[src/rtl/sbh_regs.sv]
module sbh_regs #(
  parameter int BUF_BYTES = 32,
  parameter int AW = 7
) (
  input  logic                   clk,
  input  logic                   rst_n,
  input  logic [AW-1:0]          bus_addr,
  input  logic                   bus_we,
  input  logic [31:0]            bus_wdata,
  output logic [31:0]            bus_rdata,
  output logic [31:0]            cfg_ctrl,
  output logic [1:0]             cfg_nego_sel,
  output logic [7:0]             hdr_target,
  output logic [7:0]             hdr_wr_len,
  output logic [7:0]             hdr_rd_len,
  output logic [BUF_BYTES*8-1:0] tx_data,
  output logic                   eng_start,
  input  logic                   eng_done,
  input  logic [3:0]             eng_err,
  input  logic [3:0]             eng_state,
  input  logic                   eng_pin_busy,
  input  logic [BUF_BYTES*8-1:0] rx_data,
  output logic                   irq
);
  localparam int WORDS = BUF_BYTES / 4;
  localparam int HALF  = WORDS / 2;
  localparam logic [31:0] CTRL_MASK = 32'h000F_07F1;
  localparam logic [7:0]  LEN_MAX = 8'(BUF_BYTES);

  logic [31:0] ctrl_q;
  logic [23:0] hdr_q;
  logic        launch_q, pend_q, start_q;
  logic [4:0]  ien_q, ists_q;
  logic [1:0]  nego_q;
  logic [31:0] txw [WORDS];
  logic [31:0] rxw [WORDS];

  wire idle = !pend_q && eng_state == 4'd0 && !eng_pin_busy;
  wire wr_ctrl = bus_we && bus_addr == 7'h00;
  wire wr_cmd  = bus_we && bus_addr == 7'h08;
  wire wr_hdr  = bus_we && bus_addr == 7'h0C;
  wire wr_ien  = bus_we && bus_addr == 7'h18;
  wire wr_ists = bus_we && bus_addr == 7'h1C;
  wire go = wr_cmd && bus_wdata[0] && ctrl_q[0] && ctrl_q[4] && idle;

  function automatic logic [7:0] clip(input logic [7:0] v);
    return (v > LEN_MAX) ? LEN_MAX : v;
  endfunction

  always_ff @(posedge clk) begin
    if (!rst_n) begin
      ctrl_q <= '0; hdr_q <= '0; launch_q <= 1'b0; pend_q <= 1'b0;
      start_q <= 1'b0; ien_q <= '0; ists_q <= '0; nego_q <= '0;
    end else begin
      start_q <= go;
      if (wr_ctrl) ctrl_q <= bus_wdata & CTRL_MASK;
      if (wr_hdr && !pend_q)
        hdr_q <= {clip(bus_wdata[23:16]), clip(bus_wdata[15:8]), bus_wdata[7:0]};
      if (wr_ien) begin ien_q <= bus_wdata[4:0]; nego_q <= bus_wdata[31:30]; end
      if (go) begin launch_q <= 1'b1; pend_q <= 1'b1; end
      else if (wr_cmd && !bus_wdata[0]) launch_q <= 1'b0;
      if (eng_done && pend_q) begin launch_q <= 1'b0; pend_q <= 1'b0; end
      ists_q <= (ists_q & ~(wr_ists ? bus_wdata[4:0] : 5'd0))
              | (eng_done ? {eng_err, 1'b1} : 5'd0);
    end
  end

  for (genvar w = 0; w < WORDS; w++) begin : g_buf
    localparam logic [AW-1:0] TXA = AW'((w < HALF) ? 32'h20 + 4*w : 32'h40 + 4*(w-HALF));
    always_ff @(posedge clk) begin
      if (!rst_n) begin
        txw[w] <= '0; rxw[w] <= '0;
      end else begin
        if (bus_we && bus_addr == TXA && !pend_q) txw[w] <= bus_wdata;
        if (eng_done) rxw[w] <= rx_data[32*w +: 32];
      end
    end
    assign tx_data[32*w +: 32] = txw[w];
  end

  always_comb begin
    bus_rdata = '0;
    case (bus_addr)
      7'h00: bus_rdata = ctrl_q;
      7'h08: bus_rdata = {eng_pin_busy, 3'b0, eng_state, 23'b0, launch_q};
      7'h0C: bus_rdata = {8'h0, hdr_q};
      7'h18: bus_rdata = {nego_q, 25'b0, ien_q};
      7'h1C: bus_rdata = {27'b0, ists_q};
      default: begin
        for (int w = 0; w < WORDS; w++) begin
          if (bus_addr == AW'((w < HALF) ? 32'h20 + 4*w : 32'h40 + 4*(w-HALF)))
            bus_rdata = txw[w];
          if (bus_addr == AW'((w < HALF) ? 32'h30 + 4*w : 32'h50 + 4*(w-HALF)))
            bus_rdata = rxw[w];
        end
      end
    endcase
  end

  logic irq_q;
  always_ff @(posedge clk) irq_q <= rst_n && |(ists_q & ien_q);

  assign irq          = irq_q;
  assign eng_start    = start_q;
  assign cfg_ctrl     = ctrl_q;
  assign cfg_nego_sel = nego_q;
  assign hdr_target   = hdr_q[7:0];
  assign hdr_wr_len   = hdr_q[15:8];
  assign hdr_rd_len   = hdr_q[23:16];


  start_pulse_chk: assert property (@(posedge clk) disable iff (!rst_n)
    eng_start |=> !eng_start);

  len_bound_chk: assert property (@(posedge clk) disable iff (!rst_n)
    hdr_wr_len <= LEN_MAX && hdr_rd_len <= LEN_MAX);

  done_sets_chk: assert property (@(posedge clk) disable iff (!rst_n)
    eng_done |=> ists_q[0]);

  tx_frozen_chk: assert property (@(posedge clk) disable iff (!rst_n)
    pend_q && !eng_done |=> $stable(tx_data) && $stable(hdr_wr_len));

  start_needs_en_chk: assert property (@(posedge clk) disable iff (!rst_n)
    eng_start |-> $past(ctrl_q[0] && ctrl_q[4]));
endmodule

[config.mk]
export PLATFORM = sky130hd
export DESIGN_NAME = sbh_regs
export DESIGN_NICKNAME = d
export VERILOG_FILES = /design/src/rtl/sbh_regs.sv
export SDC_FILE = /design/constraint.sdc
export NUM_CORES = 1
export LEC_CHECK = 0
export BUFFER_PORTS_ARGS = -buffer_cell sky130_fd_sc_hd__clkbuf_2
export CAP_MARGIN = 40
export CELL_PAD_IN_SITES_DETAIL_PLACEMENT = 1
export CELL_PAD_IN_SITES_GLOBAL_PLACEMENT = 1
export CORE_ASPECT_RATIO = 0.6
export CORE_MARGIN = 4
export CORE_UTILIZATION = 44
export CTS_BUF_LIST = sky130_fd_sc_hd__clkbuf_8
export CTS_CLUSTER_SIZE = 30
export DETAILED_ROUTE_END_ITERATION = 10
export PLACE_DENSITY = 0.8
export RECOVER_POWER = 25
export SETUP_SLACK_MARGIN = 0.4
export SYNTH_ARGS = -nofsm -noshare
export SYNTH_HDL_FRONTEND = slang
export SYNTH_SLANG_ARGS = --single-unit
[constraint.sdc]
create_clock -name clk -period 12.2 [get_ports clk]
set_clock_uncertainty 0.2 [all_clocks]
set_input_delay 1.83 -clock clk [delete_from_list [all_inputs] [get_ports clk]]
set_output_delay 1.83 -clock clk [all_outputs]
set_load 0.1 [all_outputs]
==> summary.md, run 1 <==
| Metric | Value |
|---|---|
| Placed wire-length estimate after detailed placement | `106,000 µm` |
| Maximum number of pins on one net before global-route repair | `138` |
| Die Area | `66,550 µm²` |
| Final setup violation count | `0` |
| Fraction of layout instances using a drive strength above 1 | `28.73%` |
| Period minus WS final | `9.084 ns` |
| Cell Rows | `70` |
| Depth of the worst register-to-register path | `5` |
| Die X-Extent | `330.4 µm` |
| First-pass GRT wire length | `197,800 µm` |
| Endpoint class of the critical path | `flip-flop` |
| TritonCTS clock tree | `done` |
| Worst reg2reg setup slack | `8.73 ns` |
| Routability-driven placement congestion ratio | `0.9566` |
| Data required time at the worst endpoint | `12.44 ns` |
| Static Leakage | `14.13 nW` |
| Violated checks | `capacitance limit, slew limit` |
| Number of non-filler instances in the completed layout | `3,864` |
| Buffer cell driving the clock tree root | `sky130_fd_sc_hd__clkbuf_8` |
| Drt pass-1 iters | `6` |
| Top FF cell, synth | `sky130_fd_sc_hd__edfxtp_1` |
| Chip height | `201.4 µm` |
| Share of total power in sequential cells | `48.5%` |
| Num ports | `656` |
| Distinct cell type count of the synthesized netlist | `86` |
| Total gr overflow | `0` |
| Worst skew pair latency | `0.73 ns` |
| Syn Inst Count | `2,380` |
| Pins Over Slew Limit | `350` |
| Register clock-pin slew on the reported worst setup and hold paths | `0.06 ns` |
| Critical register-to-register path startpoint | `pend_q` |
| Cell area after synthesis | `27,440 µm²` |
| Number of synthesized flops with an enable pin | `512` |
| Routed via count | `25.24k` |
| FF+latch count, synth | `564` |
| Share of total power in the clock network | `33.2%` |
| Most frequent standard cell in the layout excluding fill and tap cells | `sky130_fd_sc_hd__clkbuf_2` |
| Result of the run | `finished, violations left` |
| IR drop worst, VDD | `0.1137 mV` |
| Hold buffers post-CTS | `0` |
| Synth-to-Final Area Change | `20.65%` |
| Average vias per placed instance | `6.532` |
| Number of buffers added by the clock tree synthesis step | `87` |
| Proportion of total power due to net switching | `34.44%` |
| Number of antenna violations at the first check in global routing | `12` |
| Count of fill cells added during filler insertion | `6,641` |
| Post-layout util | `54.00%` |
| Nature of the critical path startpoint | `primary input` |
| Cells resized by post-CTS repair | `0` |
| Actual transition at the worst max-transition pin | `4.735 ns` |
| Startpoint of the tightest hold check path | `ien_q[2]` |
| Vias in the first global route | `25.05k` |
| Worst Path Max Fanout | `109` |
| Sequential share of the synthesized area | `59.82%` |
| DRC violation total after the first TritonRoute iteration | `3,889` |
| Total number of clock tree sinks | `564` |
| Internal power component | `3.158 mW` |
| Detail Route Antenna Nets | `0` |
| Post-layout net count | `3,272` |
| Fraction of registers with async set/reset | `0%` |
| Core area | `61,310 µm²` |
| Setup repair after global routing missed its margin | `no` |
| Synth warnings | `0` |
| Worst Path Arrival | `9.32 ns` |
| Most used cells in the layout excluding fill and tap cells | `sky130_fd_sc_hd__clkbuf_2, sky130_fd_sc_hd__edfxtp_1, sky130_fd_sc_hd__and3_1, sky130_fd_sc_hd__and2_1, sky130_fd_sc_hd__a21oi_1` |
| Max-Cap Viols | `5` |
| Routed wire per std cell | `37.19 µm` |
| Total global routing track utilization | `42.09%` |
| Final Routed Wirelength | `143,700 µm` |
| Final number of hold-violating endpoints | `0` |
| Residual DRC count | `0` |
| Worst min-delay path category | `flip-flop to flip-flop` |
| Hold path depth | `2` |
| Final period utilization | `74.46%` |
| Normalized max-slew margin | `-215.7%` |
| Net switching power | `1.659 mW` |
| Setup Total Neg Slack | `0 ns` |
| Pwr per Cell Area | `145.5 nW/µm²` |
| Category of the critical setup timing path | `primary input to flip-flop` |
| Fraction of power consumed by combinational cells | `18.3%` |
| Level count of the clock H-tree | `3` |
| Count of placed standard cells including taps | `3,702` |
| Endpoint of the worst register-to-register path | `txw[1][110]` |
| Count of buffers added by post-CTS timing repair for setup | `0` |
| Initial cell density of the core | `44.76%` |
| Average cell area after synthesis | `11.53 µm²` |
| Number of port buffers | `635` |
| Max Clock Freq | `110.1 MHz` |
| Clk buf depth | `3` |
| Worst-case hold path end point | `ien_q[2]` |
## state kept, by name (all words and copies together), names as in the netlist
register      count
cfg_ctrl         12
cfg_nego_sel      2
ists_q            5
eng_start         1
ien_q             5
hdr_q            24
txw             256
pend_q            1
irq               1
launch_q          1
rxw             256
## critical path, stage by stage
cell	delay, ns
sky130_fd_sc_hd__clkbuf_1	3.25
sky130_fd_sc_hd__clkbuf_1	2.81
sky130_fd_sc_hd__o21ai_4	0.84
sky130_fd_sc_hd__buf_4	0.53
## through the flow
step / power (mW) / setup WS [ns] / hold slack (ns) / instance area, µm²
after floorplan: 2.929 / 2.835 / 0.2556 / 27510
after global placement: 3.217 / 4.255 / 0.2727 / 31190
after detailed placement: 3.234 / 4.572 / 0.2908 / 31490
after CTS: 4.785 / 4.545 / 0.2992 / 33150
after global routing: 4.921 / 2.783 / 0.3175 / 33100
final: 4.818 / 3.116 / 0.3053 / 33110
## final cells by class
cell class / instances / area (µm²) / area share, %
diodes: 1 / 2.502 / 0.007559
clock buffers: 96 / 1321 / 3.991
clock inverters: 64 / 337.8 / 1.020
inverters: 11 / 41.29 / 0.1247
multi-input cells: 1595 / 10120 / 30.56
flip-flops and latches: 564 / 16420 / 49.58
well taps: 828 / 1036 / 3.129
repair buffers: 705 / 3835 / 11.58
## cells in the mapped netlist (9+ instances only)
| cell | number | share of area [%] |
|---|---|---|
| sky130_fd_sc_hd__nor2b_1 | 37 | 0.84 |
| sky130_fd_sc_hd__o31ai_1 | 11 | 0.30 |
| sky130_fd_sc_hd__buf_4 | 27 | 0.74 |
| sky130_fd_sc_hd__nor3_1 | 28 | 0.51 |
| sky130_fd_sc_hd__a221o_1 | 11 | 0.40 |
| sky130_fd_sc_hd__o22ai_1 | 36 | 0.82 |
| sky130_fd_sc_hd__o21ai_0 | 123 | 2.2 |
| sky130_fd_sc_hd__buf_2 | 56 | 1.0 |
| sky130_fd_sc_hd__nand2b_1 | 12 | 0.27 |
| sky130_fd_sc_hd__a21oi_1 | 133 | 2.4 |
| sky130_fd_sc_hd__nand3_1 | 30 | 0.55 |
| sky130_fd_sc_hd__dfxtp_1 | 52 | 3.8 |
| sky130_fd_sc_hd__o21ai_1 | 14 | 0.26 |
| sky130_fd_sc_hd__mux2i_1 | 69 | 2.5 |
| sky130_fd_sc_hd__and2_1 | 260 | 5.9 |
| sky130_fd_sc_hd__nor4_1 | 13 | 0.30 |
| sky130_fd_sc_hd__o211ai_1 | 19 | 0.52 |
| sky130_fd_sc_hd__nand2_1 | 130 | 1.8 |
| sky130_fd_sc_hd__a21o_1 | 21 | 0.57 |
| sky130_fd_sc_hd__a211oi_1 | 12 | 0.33 |
| sky130_fd_sc_hd__inv_1 | 10 | 0.14 |
| sky130_fd_sc_hd__a31oi_1 | 15 | 0.34 |
| sky130_fd_sc_hd__edfxtp_1 | 512 | 56 |
| sky130_fd_sc_hd__and3_1 | 266 | 6.1 |
| sky130_fd_sc_hd__a221oi_1 | 12 | 0.38 |
| sky130_fd_sc_hd__nor2_1 | 105 | 1.4 |
| sky130_fd_sc_hd__a32oi_1 | 9 | 0.29 |
| sky130_fd_sc_hd__mux2_2 | 20 | 0.82 |
| sky130_fd_sc_hd__a21boi_0 | 18 | 0.49 |
| sky130_fd_sc_hd__o221ai_1 | 18 | 0.57 |
| sky130_fd_sc_hd__clkbuf_1 | 134 | 1.8 |
| sky130_fd_sc_hd__a22oi_1 | 36 | 0.98 |
## worst max-delay path by stage
stage,end,cells past startpoint,start
5_1_grt,txw[1][78],4,rst_n
2_1_floorplan,rxw[0][0],3,eng_done
6_report,txw[1][16],4,rst_n
4_1_cts,bus_rdata[4],10,bus_addr[2]
3_5_place_dp,bus_rdata[4],10,bus_addr[2]
3_3_place_gp,bus_rdata[4],9,bus_addr[2]
## per-layer routing
metal  track usage [%]  vias to the layer above  part of all wire [%]  wire length (µm)
met1             57.55                    12719                    38             55030
li1                  -                    10065                     -                 -
met3             14.55                      392                    14             20020
met5                 0                        -                 0.048                69
met2             61.87                     2053                    43             62050
met4             16.01                       10                   4.5              6524
## logic make-up after synthesis
kind of cell / after synthesis / share of synthesized area [%]
AOI/OAI and AO/OA: 552 / 13.17
buffers and inverters: 240 / 4.127
DFF: 564 / 59.82
muxes: 89 / 3.338
other: 1 / 0.01367
and+or+nand+nor: 934 / 19.52
## power by group through the flow
| stage | combinational, mW | clock [mW] | sequential [mW] |
|---|---|---|---|
| after floorplan | 0.265 | 0 | 2.66 |
| after global placement | 0.849 | 0 | 2.37 |
| after detailed placement | 0.866 | 0 | 2.37 |
| after CTS | 0.868 | 1.59 | 2.33 |
| after global routing | 0.900 | 1.68 | 2.34 |
| final | 0.884 | 1.60 | 2.34 |
No activity file was read; power rests on OpenSTA's default activity.
==> run 2: changes to the inputs <==
- CORE_UTILIZATION: 44 -> 39
- PLACE_DENSITY: 0.8 -> 0.75
- clock period: 12.2 -> 7.3 ns (I/O delays scaled with it)
==> summary.md, run 2 (same netlist as run 1, synthesis figures left out) <==
| Metric | Value |
|---|---|
| Result of the run | `finished, violations left` |
| Violated checks | `capacitance limit, slew limit` |
| Actual transition at the worst max-transition pin | `3.926 ns` |
| Nature of the critical path startpoint | `primary input` |
| Cells resized by post-CTS repair | `0` |
| Number of buffers added by the clock tree synthesis step | `87` |
| Final number of hold-violating endpoints | `0` |
| TritonCTS clock tree | `done` |
| Final setup violation count | `0` |
| Num ports | `656` |
| Static Leakage | `14.15 nW` |
| Net switching power | `2.779 mW` |
| Worst-case hold path end point | `ien_q[3]` |
| Critical register-to-register path startpoint | `pend_q` |
| Final hold slack | `0.3034 ns` |
| Period minus WS final | `6.241 ns` |
| Final Routed Wirelength | `145,400 µm` |
| Internal power component | `5.252 mW` |
| Fraction of power consumed by combinational cells | `18.3%` |
| DRC violation total after the first TritonRoute iteration | `3,652` |
| Residual DRC count | `0` |
| Met3 capacity usage during global routing | `10.19%` |
| Peak per-stage delay on the critical path | `1.79 ns` |
| Share of total power in sequential cells | `48.8%` |
| Core area | `69,820 µm²` |
| Data required time at the worst endpoint | `7.62 ns` |
| Die Area | `74,810 µm²` |
| Initial cell density of the core | `39.30%` |
| Chip height | `213.5 µm` |
| Number of antenna violations at the first check in global routing | `8` |
| Pwr per Cell Area | `242.0 nW/µm²` |
| Hold buffers post-CTS | `0` |
| Die X-Extent | `350.4 µm` |
| Worst Path Max Fanout | `117` |
| Worst Path Arrival | `6.56 ns` |
| Pins Over Slew Limit | `623` |
| Worst min-delay path category | `flip-flop to flip-flop` |
| Buffers & Inverters on Critical Path | `4` |
| Endpoint of the worst register-to-register path | `txw[1][11]` |
| Routed wire per std cell | `36.60 µm` |
| Register clock-pin slew on the reported worst setup and hold paths | `0.07 ns` |
| Most used routing layer in global routing | `met2` |
| Routing usage on met1 | `53.18%` |
| Share of total power in the clock network | `32.9%` |
| Drt pass-1 iters | `6` |
| Number of port buffers | `635` |
| Post-layout net count | `3,282` |
| Worst-path cell chain | `clkbuf_8 > clkbuf_1 > clkbuf_1 > buf_4 > and3_1` |
| Synth-to-Final Area Change | `20.94%` |
| Maximum number of pins on one net before global-route repair | `118` |
| Setup repair after global routing missed its margin | `no` |
| Count of buffers added by post-CTS timing repair for setup | `0` |
| IR drop worst, VDD | `0.1198 mV` |
| Post-layout util | `47.53%` |
| Normalized max-slew margin | `-161.7%` |
| Clk buf depth | `3` |
| Startpoint of the tightest hold check path | `ien_q[3]` |
| Global routing met2 resource utilization | `56.83%` |
| Most frequent standard cell in the layout excluding fill and tap cells | `sky130_fd_sc_hd__clkbuf_2` |
| Category of the critical setup timing path | `primary input to flip-flop` |
| Average vias per placed instance | `6.252` |
| First-pass GRT wire length | `195,900 µm` |
| Max Clock Freq | `160.2 MHz` |
| Leading registers by flop count | `rxw x256, txw x256, hdr_q x24` |
| Gate family responsible for the most delay along the worst path | `buffers and inverters` |
| Depth of the worst register-to-register path | `5` |
| Final period utilization | `85.49%` |
| Number of non-filler instances in the completed layout | `3,973` |
| Fraction of layout instances using a drive strength above 1 | `29.57%` |
| Level count of the clock H-tree | `3` |
| Endpoint class of the critical path | `flip-flop` |
| Count of placed standard cells including taps | `3,809` |
| Hold path depth | `2` |
| Cell Rows | `75` |
| Proportion of total power due to net switching | `34.60%` |
| Placed wire-length estimate after detailed placement | `108,600 µm` |
| Most frequent cell on the critical path | `sky130_fd_sc_hd__clkbuf_1` |
| Setup Total Neg Slack | `0 ns` |
| Detail Route Antenna Nets | `0` |
| Vias in the first global route | `24.49k` |
| Buffer cell driving the clock tree root | `sky130_fd_sc_hd__clkbuf_8` |
| Worst reg2reg setup slack | `4.18 ns` |
| Routed via count | `24.84k` |
| Total number of clock tree sinks | `564` |
| Total global routing track utilization | `37.73%` |
| Worst-path cell with the longest stage delay | `sky130_fd_sc_hd__clkbuf_1` |
| Total gr overflow | `0` |
| Worst skew pair latency | `0.70 ns` |
| Routability-driven placement congestion ratio | `0.9934` |
| Overall power after layout | `8.032 mW` |
| Max-Cap Viols | `8` |
| Most used cells in the layout excluding fill and tap cells | `sky130_fd_sc_hd__clkbuf_2, sky130_fd_sc_hd__edfxtp_1, sky130_fd_sc_hd__and3_1, sky130_fd_sc_hd__and2_1, sky130_fd_sc_hd__a21oi_1` |
-- run 2: through the flow --
stage,area (µm²),setup slack [ns]
2_1_floorplan,27510,1.365
3_3_place_gp,31480,1.369
3_5_place_dp,31600,1.392
4_1_cts,33230,1.389
5_1_grt,33170,0.6772
6_report,33190,1.059
-- run 2: routing by layer --
layer	vias up	routed length, µm
met1	12605	59200
met5	-	13
li1	10075	-
met2	1847	62980
met3	310	18000
met4	2	5208
-- run 2: worst reg2reg max path, delay by kind of cell (launching register included) --
family / cells / cell delay [ns]
flops: 1 / 0.33
buf+inv: 1 / 0.37
simple gates: 4 / 2.05
-- run 2: worst max-delay path by stage --
stage | startpoint | to | slack [ns] | depth (start not counted)
detailed placement | bus_addr[4] | bus_rdata[5] | 1.39 | 8
global route | rst_n | rxw[1][29] | 0.68 | 5
global placement | bus_addr[2] | bus_rdata[1] | 1.37 | 7
CTS | bus_addr[4] | bus_rdata[5] | 1.39 | 8
floorplan | bus_addr[3] | bus_rdata[8] | 1.36 | 9
finish | rst_n | rxw[1][29] | 1.06 | 5
-- run 2: power by group through the flow --
stage / logic [mW] / clock network (mW) / registers, mW
after floorplan: 0.443 / 0 / 4.44
after global placement: 1.43 / 0 / 3.97
after CTS: 1.45 / 2.65 / 3.91
final: 1.47 / 2.65 / 3.92
after global routing: 1.50 / 2.81 / 3.92
after detailed placement: 1.45 / 0 / 3.97
-- run 2: cell type report --
cell class	count	area (µm²)
fill	7705	36630
sequential	564	16420
multi-input combinational	1595	10100
timing repair buffer	715	3824
clock buffer	90	1239
tap	924	1156
clock inverter	69	399.1
inverter	11	41.29
antenna	5	12.51
